<file path="src/rtl/alm_pkg.sv">
package alm_pkg;
    localparam int FIELD_W    = 8;
    localparam int NUM_FIELDS = 6;
    localparam int TIME_W     = FIELD_W * NUM_FIELDS;
    localparam int EN_BIT     = FIELD_W - 1;
    localparam int HOUR_IDX   = 2;
endpackage

</file>
<file path="src/rtl/alm_match.sv">
module alm_match
    import alm_pkg::*;
(
    input  logic [TIME_W-1:0] now_i,
    input  logic [TIME_W-1:0] alarm_i,
    output logic              hit_o,
    output logic              armed_o
);
    logic [NUM_FIELDS-1:0] en_v;
    logic [NUM_FIELDS-1:0] ok_v;
    logic [NUM_FIELDS-1:0] unused_live_msb;

    for (genvar f = 0; f < NUM_FIELDS; f++) begin : g_field
        localparam int BASE = f * FIELD_W;
        logic [EN_BIT-1:0] want;
        logic [EN_BIT-1:0] have;
        assign want = alarm_i[BASE +: EN_BIT];
        // the live hour MSB selects 12/24-hour display and is never compared
        assign have = now_i[BASE +: EN_BIT];
        assign en_v[f] = alarm_i[BASE + EN_BIT];
        assign ok_v[f] = !en_v[f] || (want == have);
        assign unused_live_msb[f] = now_i[BASE + EN_BIT];
    end

    logic unused_ok;
    assign unused_ok = ^unused_live_msb;

    assign armed_o = |en_v;
    assign hit_o   = armed_o && (&ok_v);
endmodule

</file>
<file path="src/rtl/alm_irq_timer.sv">
module alm_irq_timer #(
    parameter int PULSE_CYCLES = 400000
) (
    input  logic clk,
    input  logic rst_n,
    input  logic fire_i,
    output logic irq_n_o
);
    localparam int CNT_W = $clog2(PULSE_CYCLES + 1);
    localparam logic [CNT_W-1:0] LOAD = CNT_W'(PULSE_CYCLES);

    logic [CNT_W-1:0] cnt_d, cnt_q;

    always_comb begin
        cnt_d = cnt_q;
        if (cnt_q != '0) begin
            cnt_d = cnt_q - 1'b1;
        end else if (fire_i) begin
            cnt_d = LOAD;
        end
    end

    always_ff @(posedge clk or negedge rst_n) begin
        if (!rst_n) cnt_q <= '0;
        else        cnt_q <= cnt_d;
    end

    assign irq_n_o = (cnt_q == '0);
endmodule

</file>
<file path="src/rtl/alarm_match_unit.sv">
module alarm_match_unit
    import alm_pkg::*;
#(
    parameter int NUM_ALARMS   = 2,
    parameter int PULSE_CYCLES = 400000
) (
    input  logic                         clk,
    input  logic                         rst_n,
    input  logic                         tick_i,
    input  logic [TIME_W-1:0]            time_i,
    input  logic [NUM_ALARMS*TIME_W-1:0] alarms_i,
    input  logic [NUM_ALARMS-1:0]        irq_en_i,
    input  logic                         repeat_i,
    input  logic                         rd_start_i,
    input  logic                         rd_clear_i,
    output logic [NUM_ALARMS-1:0]        flags_o,
    output logic                         irq_n_o
);
    typedef struct packed {
        logic [NUM_ALARMS-1:0] flags;
        logic [NUM_ALARMS-1:0] snap;
    } state_t;

    state_t st_d, st_q;
    logic [NUM_ALARMS-1:0] hit_v;
    logic [NUM_ALARMS-1:0] armed_v;
    logic [NUM_ALARMS-1:0] set_v;
    logic [NUM_ALARMS-1:0] clr_v;
    logic [NUM_ALARMS-1:0] gate_v;
    logic                  fire;

    for (genvar a = 0; a < NUM_ALARMS; a++) begin : g_alarm
        alm_match u_match (
            .now_i   (time_i),
            .alarm_i (alarms_i[a*TIME_W +: TIME_W]),
            .hit_o   (hit_v[a]),
            .armed_o (armed_v[a])
        );
    end

    always_comb begin
        st_d   = st_q;
        set_v  = hit_v & {NUM_ALARMS{tick_i}};
        clr_v  = rd_clear_i ? st_q.snap : '0;
        if (rd_start_i) st_d.snap = st_q.flags;
        if (rd_clear_i) st_d.snap = '0;
        // a set in the same cycle as a clear wins
        st_d.flags = (st_q.flags & ~clr_v) | set_v;
        gate_v = repeat_i ? {NUM_ALARMS{1'b1}} : ~st_q.flags;
        fire   = |(set_v & irq_en_i & gate_v);
    end

    always_ff @(posedge clk or negedge rst_n) begin
        if (!rst_n) st_q <= '0;
        else        st_q <= st_d;
    end

    alm_irq_timer #(.PULSE_CYCLES(PULSE_CYCLES)) u_timer (
        .clk     (clk),
        .rst_n   (rst_n),
        .fire_i  (fire),
        .irq_n_o (irq_n_o)
    );

    assign flags_o = st_q.flags;
endmodule

</file>
<file path="config.mk">
export PLATFORM = sky130hd
export DESIGN_NAME = alarm_match_unit
export DESIGN_NICKNAME = d
export VERILOG_FILES = /design/src/rtl/alm_pkg.sv /design/src/rtl/alm_match.sv /design/src/rtl/alm_irq_timer.sv /design/src/rtl/alarm_match_unit.sv
export SDC_FILE = /design/constraint.sdc
export NUM_CORES = 1
export LEC_CHECK = 0
export BUFFER_PORTS_ARGS = -buffer_cell sky130_fd_sc_hd__buf_2
export CORE_ASPECT_RATIO = 1.1
export CORE_MARGIN = 5
export CORE_UTILIZATION = 35
export CTS_CLUSTER_SIZE = 10
export DETAILED_ROUTE_END_ITERATION = 12
export PLACE_DENSITY_LB_ADDON = 0.2
export SLEW_MARGIN = 20
export SYNTH_ARGS = -nofsm -noshare
export SYNTH_HDL_FRONTEND = slang
export SYNTH_SLANG_ARGS = --single-unit
export TNS_END_PERCENT = 50
</file>
<file path="constraint.sdc">
create_clock -name clk -period 2.1 [get_ports clk]
set_input_delay 0 -clock clk [delete_from_list [all_inputs] [get_ports clk]]
set_output_delay 0 -clock clk [all_outputs]
set_load 0.02 [all_outputs]
</file>
### Word level (Yosys, flattened, before mapping)

Index checks and enable logic that the tools add are counted.

| storage, ports and cells | value |
|---|---|
| output and inout bits | 3 |
| memory bits (read-only) | 0 |
| bits in latches | 0 |
| bits in writable memories | 0 |
| word-level logic and storage cells | 64 |
| bits of input ports | 152 |
| register bits | 23 |
| memories kept | 0 |

| operators by class | value |
|---|---|
| $add $sub $neg | 1 |
| equal/unequal tests | 12 |
| reduce and logical (&&, ||, !) cells | 35 |
| divide/modulo/power cells | 0 |
| shift-type cells | 0 |
| multiplexer cells | 6 |
| magnitude comparators | 0 |
| multiply operators | 0 |
| bitwise operators | 7 |

Operators with widths:

| kind | count |
|---|---|
| $eq A7 B7 Y1 | 12 |
| $mux W19 | 2 |
| $logic_not A19 Y1 | 1 |
| $reduce_bool A19 Y1 | 1 |
| $sub A19 B1 Y19 const B | 1 |
| $logic_not A1 Y1 | 12 |
| $logic_or A1 B1 Y1 | 12 |
| $reduce_and A6 Y1 | 2 |
| $reduce_or A6 Y1 | 2 |
| $and A2 B2 Y2 | 4 |
| $mux W2 | 4 |
| $not A2 Y2 | 2 |
| $reduce_bool A2 Y1 | 2 |
| $logic_and A1 B1 Y1 | 2 |
| $or A2 B2 Y2 | 1 |
| $reduce_or A2 Y1 | 1 |

### Depth between registers and ports, before layout

Gate-level depths: netlist of the first run.

| depth | value |
|---|---|
| word-level depth | 10 |
| gate-level depth with buffers | 10 |
| mapped depth without buffers | 8 |

### Modules after synthesis

From an unflattened synthesis of the first run, not the netlist that was laid out.

| unflattened totals | value |
|---|---|
| cell total of the unflattened synthesis | 234 |
| area total of the unflattened synthesis | 2,260.9 µm² |

By module, submodules not included:

| module | cells an instance | instances | seq. area each (µm²) | area an instance (µm²) |
|---|---|---|---|---|
| alm_match | 60 | 2 | 0.0 | 531.8 |
| alm_irq_timer | 95 | 1 | 475.5 | 1,001.0 |
| alarm_match_unit | 19 | 1 | 100.1 | 196.4 |

### Least setup slack after synthesis of the first run

No wires, ideal clock.

| timing path | value |
|---|---|
| path kind | flip-flop to flip-flop |
| from | register u_timer.cnt_q[3] |
| to | register u_timer.cnt_q[0] |
| buffers on the path | 1 |
| path slack | -0.382 ns |
| cell stages (with the launch flop) | 7 |
| arrival time | 2.325 ns |
| clock period less this slack | 2.482 ns |
| data required time | 1.943 ns |
| cells stage by stage | dfrtp_1 -> nor4_4 -> nand3_2 -> or4_1 -> buf_2 -> nor4_1 -> o2bb2ai_1 |

| on the way | value |
|---|---|
| word-level cells in the longest chain between the ends | 2 |
| elaborated cells between the ends (all ways) | 3 |

RTL lines:

| what | line | text |
|---|---|---|
| start: declaration | alm_irq_timer.sv:12 | `logic [CNT_W-1:0] cnt_d, cnt_q;` |
| start signal: assignment | alm_irq_timer.sv:25 | `else cnt_q <= cnt_d;` |
| $reduce_bool A19 Y1 (*) | alm_irq_timer.sv:16 | `if (cnt_q != '0) begin` |
| $mux W19 / $reduce_bool A2 Y1 (equally long branches) | - |  |

Mark *: on every way between the ends. The rest lies on a longest branch, timed or not.
A chain may end at the register's enable or synchronous reset.

### Final worst setup path of the first run

| timing path | value |
|---|---|
| from | register u_timer.cnt_q[6] |
| to | output port irq_n_o |

| on the way | value |
|---|---|
| word-level cells in the longest chain between the ends | 1 |

RTL lines:

| what | line | text |
|---|---|---|
| $logic_not A19 Y1 | alm_irq_timer.sv:28 | `assign irq_n_o = (cnt_q == '0);` |
| end: declaration | alarm_match_unit.sv:17 | `output logic irq_n_o` |

Every way passes these cells.

==> flow_summary.json, run 1 <==
{
  "status": "finished, violations left",
  "violations": "negative setup slack",
  "final_cell_mix": "buf_2 (147), xnor2_1 (61), xor2_1 (36)",
  "drive_gt1_share_pct": 46.3,
  "pwr-share-seq_pct": 40.7,
  "met3WireLength_um": 546,
  "clock_path_buffers": 2,
  "maxCapViolCount": 0,
  "routedWlPerCell_um": 14.3,
  "cts-root-buf": "clkbuf_8",
  "first_pass_iters": 4,
  "relSlewSlack_pct": 64.8,
  "p_clk_share_pct": 24.2,
  "cp.arrival_ns": 2.12,
  "io_buffers": 148,
  "setup_viol": 2,
  "grt_max_degree": 24,
  "initial_core_util_pct": 35.3,
  "min_period_over_period_pct": 101,
  "min_path_cells": 3,
  "synth_top_cell_by_area": "dfrtp_1",
  "instances_no_fill": 486,
  "ir_drop_mv": 0.219,
  "hp-start": "rd_start_i",
  "regToRegSetupSlack_ns": -0.01,
  "slowest_delay_ns": 0.46,
  "highest_layer": "met4",
  "worstPathCellList": "nor4_4, nand3_2, or4_4, buf_6, nor4_4, buf_4",
  "fin_area_um2": 3260,
  "core_area_um2": 6080,
  "hpwlAfterDp_um": 6190,
  "die_area_um2": 7800,
  "worstSetupEndpointType": "output pin",
  "synth_area_per_cell_um2": 9.18,
  "rsz0062_at_grt": "true",
  "grt-ovfl-total": 0,
  "antenna-diode-count": 0,
  "switchingPower_w": 0.000341,
  "remaining_drc_errors": 0,
  "drt_iter0_drc": 89,
  "synth_edf_count": 0,
  "syn_area_um2": 2150,
  "clkTransAtPathRegs_ns": 0.08,
  "dpl_worst_slack_ns": -0.0716,
  "antenna_found_initial": 0,
  "pwr-share-comb_pct": 35.1,
  "cp_max_fo": 5,
  "grt_util_all_layers_pct": 17.5,
  "min_to": "st_q[1]",
  "skew_ns": 0.00340,
  "synth_ff_type": "dfrtp_1",
  "p_int_w": 0.000811,
  "syn_to_final_growth_pct": 51.9,
  "cpMostUsedCell": "nor4_4",
  "grt_pass1_wl_um": 11100,
  "post_drt_via_cell_ratio": 4.70,
  "htree_levels": 1,
  "path_class": "flop to output pin",
  "final_common_cell": "buf_2",
  "worst_pin_slew_ns": 0.528,
  "io_pins": 155,
  "die_w_um": 84.7,
  "die_h_um": 92.1,
  "ys_types": 33,
  "regToRegStartpoint": "u_timer.cnt_q[6]",
  "synthesis.nets": 387,
  "met2_length_um": 3600,
  "cts_tree": "done",
  "synth_warnings": 0,
  "async_flop_share_pct": 100,
  "seq_area_frac_synth_pct": 26.8,
  "yosys.area.top_type_share_pct": 26.8,
  "ant_nets": 0,
  "p_per_area_nw_per_um2": 353,
  "fin_crit_ns": 2.12,
  "clock_sinks": 23,
  "drt-total-wl_um": 6940,
  "swShare_pct": 29.6,
  "start_kind": "flop",
  "r2r_cells": 7,
  "nets": 560,
  "hp-class": "input port to flop",
  "slowest_stage": "or4_4",
  "synthTopCellsByArea": "dfrtp_1 (27%), xnor2_1 (25%), xor2_1 (15%), nand4_1 (5.2%), o41ai_1 (4.1%)",
  "numCtsBuffers": 3,
  "syn_inst": 234,
  "vias": 2286,
  "num_rows": 30,
  "grt_pass1_vias": 2435,
  "cp_data_required_time_ns": 2.10,
  "cellLeakagePower_nw": 1.48,
  "r2r-end": "u_timer.cnt_q[16]",
  "clk_latency_ns": 0.27,
  "finalHoldViolCount": 0,
  "setup_ws_ns": -0.0249,
  "wl_met1_um": 2680,
  "synth_seq_cells": 23,
  "slew_violations": 0,
  "place_inst": 474,
  "gp_congestion": 0.816,
  "dpl_cell_area_um2": 3100,
  "fmax_ghz": 0.471
}
flip-flops by register name, indices dropped and copies added, names as in the netlist:
name / cells
u_timer.cnt_q: 19
st_q: 2
flags_o: 2
repair_timing:
action,4_1_cts,5_1_grt
resized for setup,3,12
gates cloned,0,1
pin swaps,3,5
hold endpoints to repair,26,0
setup buffers,1,3
hold buffers,3,0
endpoints found under the setup margin,6,19
metal layers:
metal	up-vias	global-route usage [%]
met5	-	0
met4	0	5.01
met3	9	4.49
met2	83	31.1
met1	1023	20.4
li1	1171	-
synthesized netlist by cell type (2+ instances only):
cell type,instances
a21boi_0,2
nand4_1,18
inv_1,3
dfrtp_1,23
nor4_1,4
xor2_1,36
a21oi_1,3
o22ai_1,2
buf_2,2
a21oi_2,3
o21ai_0,3
xnor2_1,61
nand2b_1,3
nand2_1,10
nor4_4,2
or4_1,4
nand3_1,3
mux2i_1,4
nor3_1,2
o41ai_1,10
nor2_1,23
buf_4,2
worst max-delay path by stage:
stage / start / to / slack [ns] / cells after the start
final: u_timer.cnt_q[6] / irq_n_o / -0.02 / 6
after global routing: u_timer.cnt_q[6] / irq_n_o / -0.15 / 6
after CTS: u_timer.cnt_q[3] / irq_n_o / -0.06 / 6
after detailed placement: u_timer.cnt_q[6] / u_timer.cnt_q[16] / -0.07 / 7
after global placement: u_timer.cnt_q[6] / u_timer.cnt_q[16] / -0.01 / 7
after floorplan: u_timer.cnt_q[4] / u_timer.cnt_q[17] / 0.007 / 7
critical path: cells and delay by family, from the launching register on:
kind / cells / cell delay, ns
and+or+nand+nor: 4 / 1.11
DFF: 1 / 0.41
buffers and inverters: 2 / 0.33
through the flow:
| stage | power (W) | hold WS [ns] | util [%] | setup TNS, ns |
|---|---|---|---|---|
| after CTS | 0.00117 | 0.0251 | 52.5 | -0.113 |
| after global placement | 0.000876 | 0.00613 | 51.0 | -0.0117 |
| final | 0.00115 | 0.0256 | 53.6 | -0.0330 |
| after global routing | 0.00122 | 0.0459 | 53.6 | -0.804 |
| after detailed placement | 0.000882 | 0.00735 | 51.0 | -0.104 |
| after floorplan | 0.000668 | -0.296 | - | 0 |
power by group through the flow:
stage	logic, W	clock network, W	registers (W)
2_1_floorplan	0.000193	0	0.000475
3_3_place_gp	0.000398	0	0.000479
3_5_place_dp	0.000404	0	0.000478
4_1_cts	0.000410	0.000291	0.000469
5_1_grt	0.000447	0.000306	0.000472
6_report	0.000404	0.000280	0.000469
logic make-up after synthesis:
kind of cell,after synthesis,share of synthesized area (%)
compound gates,27,9.56
buf+inv,8,2.21
mux,4,1.86
simple gates,74,19.4
flops,23,26.8
xor+xnor,97,39.6
fa+ha+maj,1,0.583
layout make-up:
class,count,area [um^2]
Fill cell,614,2820
Clock inverter,1,5.00
Tap cell,80,100
Sequential cell,23,576
Inverter,3,11.3
Clock buffer,3,41.3
Timing Repair Buffer,173,955
Multi-Input combinational cell,203,1570
No activity file was read; power rests on OpenSTA's default activity.
==> run 2, diff against run 1 <==
--- a/config.mk
+++ b/config.mk
@@ -6,9 +6,11 @@
 export NUM_CORES = 1
 export LEC_CHECK = 0
 export BUFFER_PORTS_ARGS = -buffer_cell sky130_fd_sc_hd__buf_2
+export CELL_PAD_IN_SITES_DETAIL_PLACEMENT = 1
+export CELL_PAD_IN_SITES_GLOBAL_PLACEMENT = 2
 export CORE_ASPECT_RATIO = 1.1
 export CORE_MARGIN = 5
-export CORE_UTILIZATION = 35
+export CORE_UTILIZATION = 19
 export CTS_CLUSTER_SIZE = 10
 export DETAILED_ROUTE_END_ITERATION = 12
 export PLACE_DENSITY_LB_ADDON = 0.2
==> run 2 against run 1 <==
Effect of this change:
- clock-buffer cell count did not move
- core utilization fell by 23 points
- maximum frequency up 1.8%
- largest cell class unchanged
- total power grew 12%
- sequential power about the same
- combinational power barely moved
- critical path depth is the same
- the flow now finishes without violations
- largest power group unchanged
- final area is 2.2% higher
- non-clock buffer count is 3 lower
==> flow_summary.json, run 2 (same netlist as run 1, synthesis figures left out) <==
{
  "min_period_over_period_pct": 99.4,
  "post_drt_via_cell_ratio": 4.19,
  "drive_gt1_share_pct": 45.4,
  "clk_latency_ns": 0.26,
  "grt_pass1_wl_um": 13700,
  "fillers": 1378,
  "start_kind": "flop",
  "vias": 2306,
  "nets": 557,
  "path_class": "flop to output pin",
  "cp.arrival_ns": 2.09,
  "drt_iter0_drc": 17,
  "num_rows": 40,
  "io_pins": 155,
  "htree_levels": 1,
  "skew_ns": 0.00388,
  "fin_crit_ns": 2.09,
  "largest_reg_flops": 19,
  "rsz0062_at_grt": "true",
  "worst_pin_slew_ns": 0.542,
  "die_h_um": 121,
  "first_pass_iters": 4,
  "maxCapViolCount": 0,
  "worstSetupEndpointType": "output pin",
  "cp_max_fo": 5,
  "clock_path_buffers": 2,
  "hp-start": "tick_i",
  "cts_tree": "done",
  "cts-root-buf": "clkbuf_16",
  "core_area_um2": 11000,
  "grt_max_degree": 24,
  "setup_viol": 0,
  "regMostFlops": "u_timer.cnt_q",
  "relSlewSlack_pct": 63.8,
  "syn_to_final_growth_pct": 55.3,
  "die_w_um": 111,
  "ir_drop_mv": 0.254,
  "numCtsBuffers": 3,
  "hp-class": "input port to flop",
  "die_area_um2": 13500,
  "p_per_area_nw_per_um2": 387,
  "finalHoldViolCount": 0,
  "worstSetupStartpoint": "u_timer.cnt_q[3]",
  "slew_violations": 0,
  "grt_pass1_vias": 2752,
  "regArea_um2": 576,
  "fin_setup_tns_ns": 0,
  "cellLeakagePower_nw": 1.48,
  "initial_core_util_pct": 19.5,
  "gp_congestion": 0.793,
  "grt_util_all_layers_pct": 12.6,
  "clkTransAtPathRegs_ns": 0.06,
  "drt-total-wl_um": 8390,
  "final_util_pct": 30.3,
  "routedWlPerCell_um": 15.3,
  "regToRegStartpoint": "u_timer.cnt_q[3]",
  "ant_nets": 0,
  "multi_input_area_um2": 1550,
  "antenna_found_initial": 3,
  "status": "completed",
  "remaining_drc_errors": 0,
  "final_cell_mix": "buf_2 (147), xnor2_1 (61), xor2_1 (36)",
  "cp_data_required_time_ns": 2.10,
  "clock_sinks": 23,
  "final_common_cell": "buf_2",
  "grt-ovfl-total": 0,
  "fmax_ghz": 0.479,
  "hpwlAfterDp_um": 7720,
  "antenna-diode-count": 0,
  "io_buffers": 148
}
## run 2: cell count changes in the layout (fill, tap and decap cells not counted), moves of 3 or more
cell	delta
clkbuf_16	+3
clkbuf_8	-3
nor2_1	+3
buf_4	-3
nor2_4	-3
## run 2: worst max-delay path: stages (launching register included)
cell	delay, ns
dfrtp_1	0.42
nor4_4	0.34
nand3_2	0.12
or4_4	0.46
buf_6	0.15
nor4_4	0.16
buf_4	0.19
## run 2: worst paths after layout
| path | end | slack, ns | cells past startpoint |
|---|---|---|---|
| max | irq_n_o | 0.01 | 6 |
| min | flags_o[1] | 0.04 | 3 |
| max reg2reg | u_timer.cnt_q[16] | 0.05 | 7 |
| min reg2reg | st_q[1] | 0.52 | 2 |
| max in group asynchronous | u_timer.cnt_q[1] | 1.47 | 2 |
| min in group asynchronous | u_timer.cnt_q[4] | 0.26 | 2 |
## run 2: stage by stage
| step | area [um^2] | hold slack, ns | setup WS (ns) | cells | power (W) |
|---|---|---|---|---|---|
| after floorplan | 2170 | -0.296 | 0.00692 | 234 | 0.000668 |
| after global placement | 3200 | 0.0178 | -0.0388 | 541 | 0.000887 |
| after detailed placement | 3200 | 0.0238 | -0.104 | 541 | 0.000893 |
| after CTS | 3320 | 0.0399 | -0.00567 | 549 | 0.00132 |
| after global routing | 3330 | 0.0742 | -0.111 | 550 | 0.00137 |
| final | 3330 | 0.0445 | 0.0120 | 550 | 0.00129 |
## run 2: per-layer routing
layer,up-vias,GRT usage [%],share of wire [%]
met1,1039,12.5,34
met2,89,24.8,55
li1,1162,-,-
met3,10,5.14,9.7
met5,-,0,0.72
met4,6,2.05,0.81
## run 2: power breakdown
| group | total, W | leakage, nW | switching, W | internal, W |
|---|---|---|---|---|
| Sequential | 0.000472 | 0.286 | 0.0000147 | 0.000458 |
| Clock | 0.000413 | 0.0409 | 0.000157 | 0.000256 |
| Combinational | 0.000404 | 1.15 | 0.000186 | 0.000218 |
## run 2: timing repair
item | CTS | global route
pin swaps | 3 | 0
resized for setup | 4 | 1
setup buffers | 2 | 1
endpoints found under the hold margin | 25 | 0
endpoints found under the setup margin | 11 | 11
hold buffers | 2 | 0
## run 2: cell type report
class	instances	area share, %
clock buffer	3	2.25
multi-input combinational	203	46.5
clock inverter	1	0.150
tap	147	5.52
timing repair buffer	170	28.0
sequential	23	17.3
inverter	3	0.338
==> run 3, diff against run 2 <==
--- a/config.mk
+++ b/config.mk
@@ -10,7 +10,7 @@
 export CELL_PAD_IN_SITES_GLOBAL_PLACEMENT = 2
 export CORE_ASPECT_RATIO = 1.1
 export CORE_MARGIN = 5
-export CORE_UTILIZATION = 19
+export CORE_UTILIZATION = 22
 export CTS_CLUSTER_SIZE = 10
 export DETAILED_ROUTE_END_ITERATION = 12
 export PLACE_DENSITY_LB_ADDON = 0.2
==> constraint.sdc (replaced) <==
create_clock -name clk -period 2.2 [get_ports clk]
set_input_delay 0 -clock clk [delete_from_list [all_inputs] [get_ports clk]]
set_output_delay 0 -clock clk [all_outputs]
set_load 0.02 [all_outputs]
==> run 3 against run 2 <==
Effect of this change:
- register-to-register slack better by 0.05 ns
- largest power group unchanged
- worst setup slack better by 0.066 ns
- clock power down 35%
- largest cell class unchanged
- worst hold slack worse by 0.023 ns
==> flow_summary.json, run 3 (same netlist as run 1, synthesis figures left out) <==
{
  "cts_tree": "done",
  "grt_max_degree": 24,
  "drive_gt1_share_pct": 44.7,
  "worst_pin_slew_ns": 0.547,
  "io_pins": 155,
  "skew_ns": 0.00236,
  "cellLeakagePower_nw": 1.44,
  "fin_setup_tns_ns": 0,
  "grt_pass1_vias": 2635,
  "cts-root-buf": "clkbuf_8",
  "worstSetupEndpointType": "output pin",
  "maxCapViolCount": 0,
  "grt_pass1_wl_um": 13000,
  "fin_crit_ns": 2.12,
  "dpl_worst_slack_ns": -0.0160,
  "path_class": "flop to output pin",
  "clock_path_buffers": 2,
  "fmax_ghz": 0.471,
  "status": "completed",
  "start_kind": "flop",
  "io_buffers": 148,
  "min_path_cells": 3,
  "min_period_over_period_pct": 96.5,
  "routedWlPerCell_um": 15.8,
  "cp_data_required_time_ns": 2.20,
  "ant_nets": 0,
  "finalHoldViolCount": 0,
  "post_drt_via_cell_ratio": 4.45,
  "die_h_um": 114,
  "power_w": 0.00110,
  "cp_max_fo": 5,
  "syn_to_final_growth_pct": 50.1,
  "drt-total-wl_um": 8110,
  "clock_sinks": 23,
  "rsz0062_at_grt": "true",
  "clkTransAtPathRegs_ns": 0.08,
  "antenna-diode-count": 0,
  "vias": 2291,
  "die_w_um": 104,
  "cp.arrival_ns": 2.12,
  "gp_congestion": 0.744,
  "setup_ws_ns": 0.0776,
  "remaining_drc_errors": 0,
  "nets": 552,
  "clk_latency_ns": 0.26,
  "hp-class": "input port to flop",
  "final_cell_mix": "buf_2 (147), xnor2_1 (61), xor2_1 (36)",
  "slew_violations": 0,
  "p_per_area_nw_per_um2": 342,
  "r2r_cells": 9,
  "numCtsBuffers": 3,
  "grt_util_all_layers_pct": 13.5,
  "die_area_um2": 11800,
  "num_rows": 37,
  "hpwlAfterDp_um": 7460,
  "htree_levels": 1,
  "setup_viol": 0,
  "largest_reg_flops": 19,
  "ir_drop_mv": 0.176,
  "regMostFlops": "u_timer.cnt_q",
  "drt_iter0_drc": 27,
  "first_pass_iters": 4,
  "final_common_cell": "buf_2",
  "grt-ovfl-total": 0,
  "core_area_um2": 9440,
  "initial_core_util_pct": 22.7,
  "relSlewSlack_pct": 63.5,
  "antenna_found_initial": 0,
  "whs_ns": 0.0217
}
-- run 3: changes by cell type in the layout (fill, tap and decap cells not counted), sizes merged --
cell    before  now
clkinv       1    0
buf        168  163
clkbuf       3    4
-- run 3: layout make-up --
cell class / instances / area (um^2)
inverters: 3 / 11.3
clock buffers: 4 / 45.0
flip-flops and latches: 23 / 576
fillers: 1199 / 6220
well taps: 117 / 146
multi-input cells: 203 / 1560
repair buffers: 165 / 888
-- run 3: what timing repair did --
action,CTS,global route
cloned,0,0
resized for setup,3,2
buffers inserted,2,0
endpoints found under the hold margin,25,0
pin swaps,2,1
hold buffers,2,0
setup endpoints to repair,7,8
-- run 3: path summary, 6_finish.rpt --
| kind | start | to | slack, ns |
|---|---|---|---|
| hold reg to reg | st_q[1] | st_q[1] | 0.55 |
| max in group asynchronous | rst_n | flags_o[0] | 1.59 |
| setup / recovery | u_timer.cnt_q[0] | irq_n_o | 0.08 |
| setup reg to reg | u_timer.cnt_q[0] | u_timer.cnt_q[1] | 0.10 |
| hold / removal | tick_i | flags_o[1] | 0.02 |
| min in group asynchronous | rst_n | u_timer.cnt_q[0] | 0.25 |
-- run 3: stage by stage --
stage | std cells | area, um^2 | utilization, %
final | 515 | 3220 | 34.1
after global routing | 515 | 3220 | 34.1
after CTS | 515 | 3210 | 34.0
after detailed placement | 507 | 3120 | 33.1
after global placement | 507 | 3120 | 33.1
after floorplan | 234 | 2160 | -
-- run 3: critical path, cell delays in order (launching register included) --
cell     delay (ns)
dfrtp_1        0.38
inv_1          0.06
ha_2           0.17
nor3b_2        0.17
nand3_2        0.10
or4_4          0.45
buf_4          0.18
nor4_4         0.16
buf_4          0.19
-- run 3: power by group --
| group | internal [W] | switching (W) |
|---|---|---|
| combinational | 0.000208 | 0.000177 |
| sequential | 0.000436 | 0.0000137 |
| clock | 0.000129 | 0.000137 |
-- run 3: per-layer routing --
| layer | vias to the layer above | part of all wire (%) | GRT usage [%] |
|---|---|---|---|
| met5 | - | 0 | 0 |
| li1 | 1148 | - | - |
| met3 | 2 | 9.1 | 5.04 |
| met2 | 87 | 56 | 27.0 |
| met1 | 1054 | 35 | 13.6 |
| met4 | 0 | 0.47 | 1.55 |
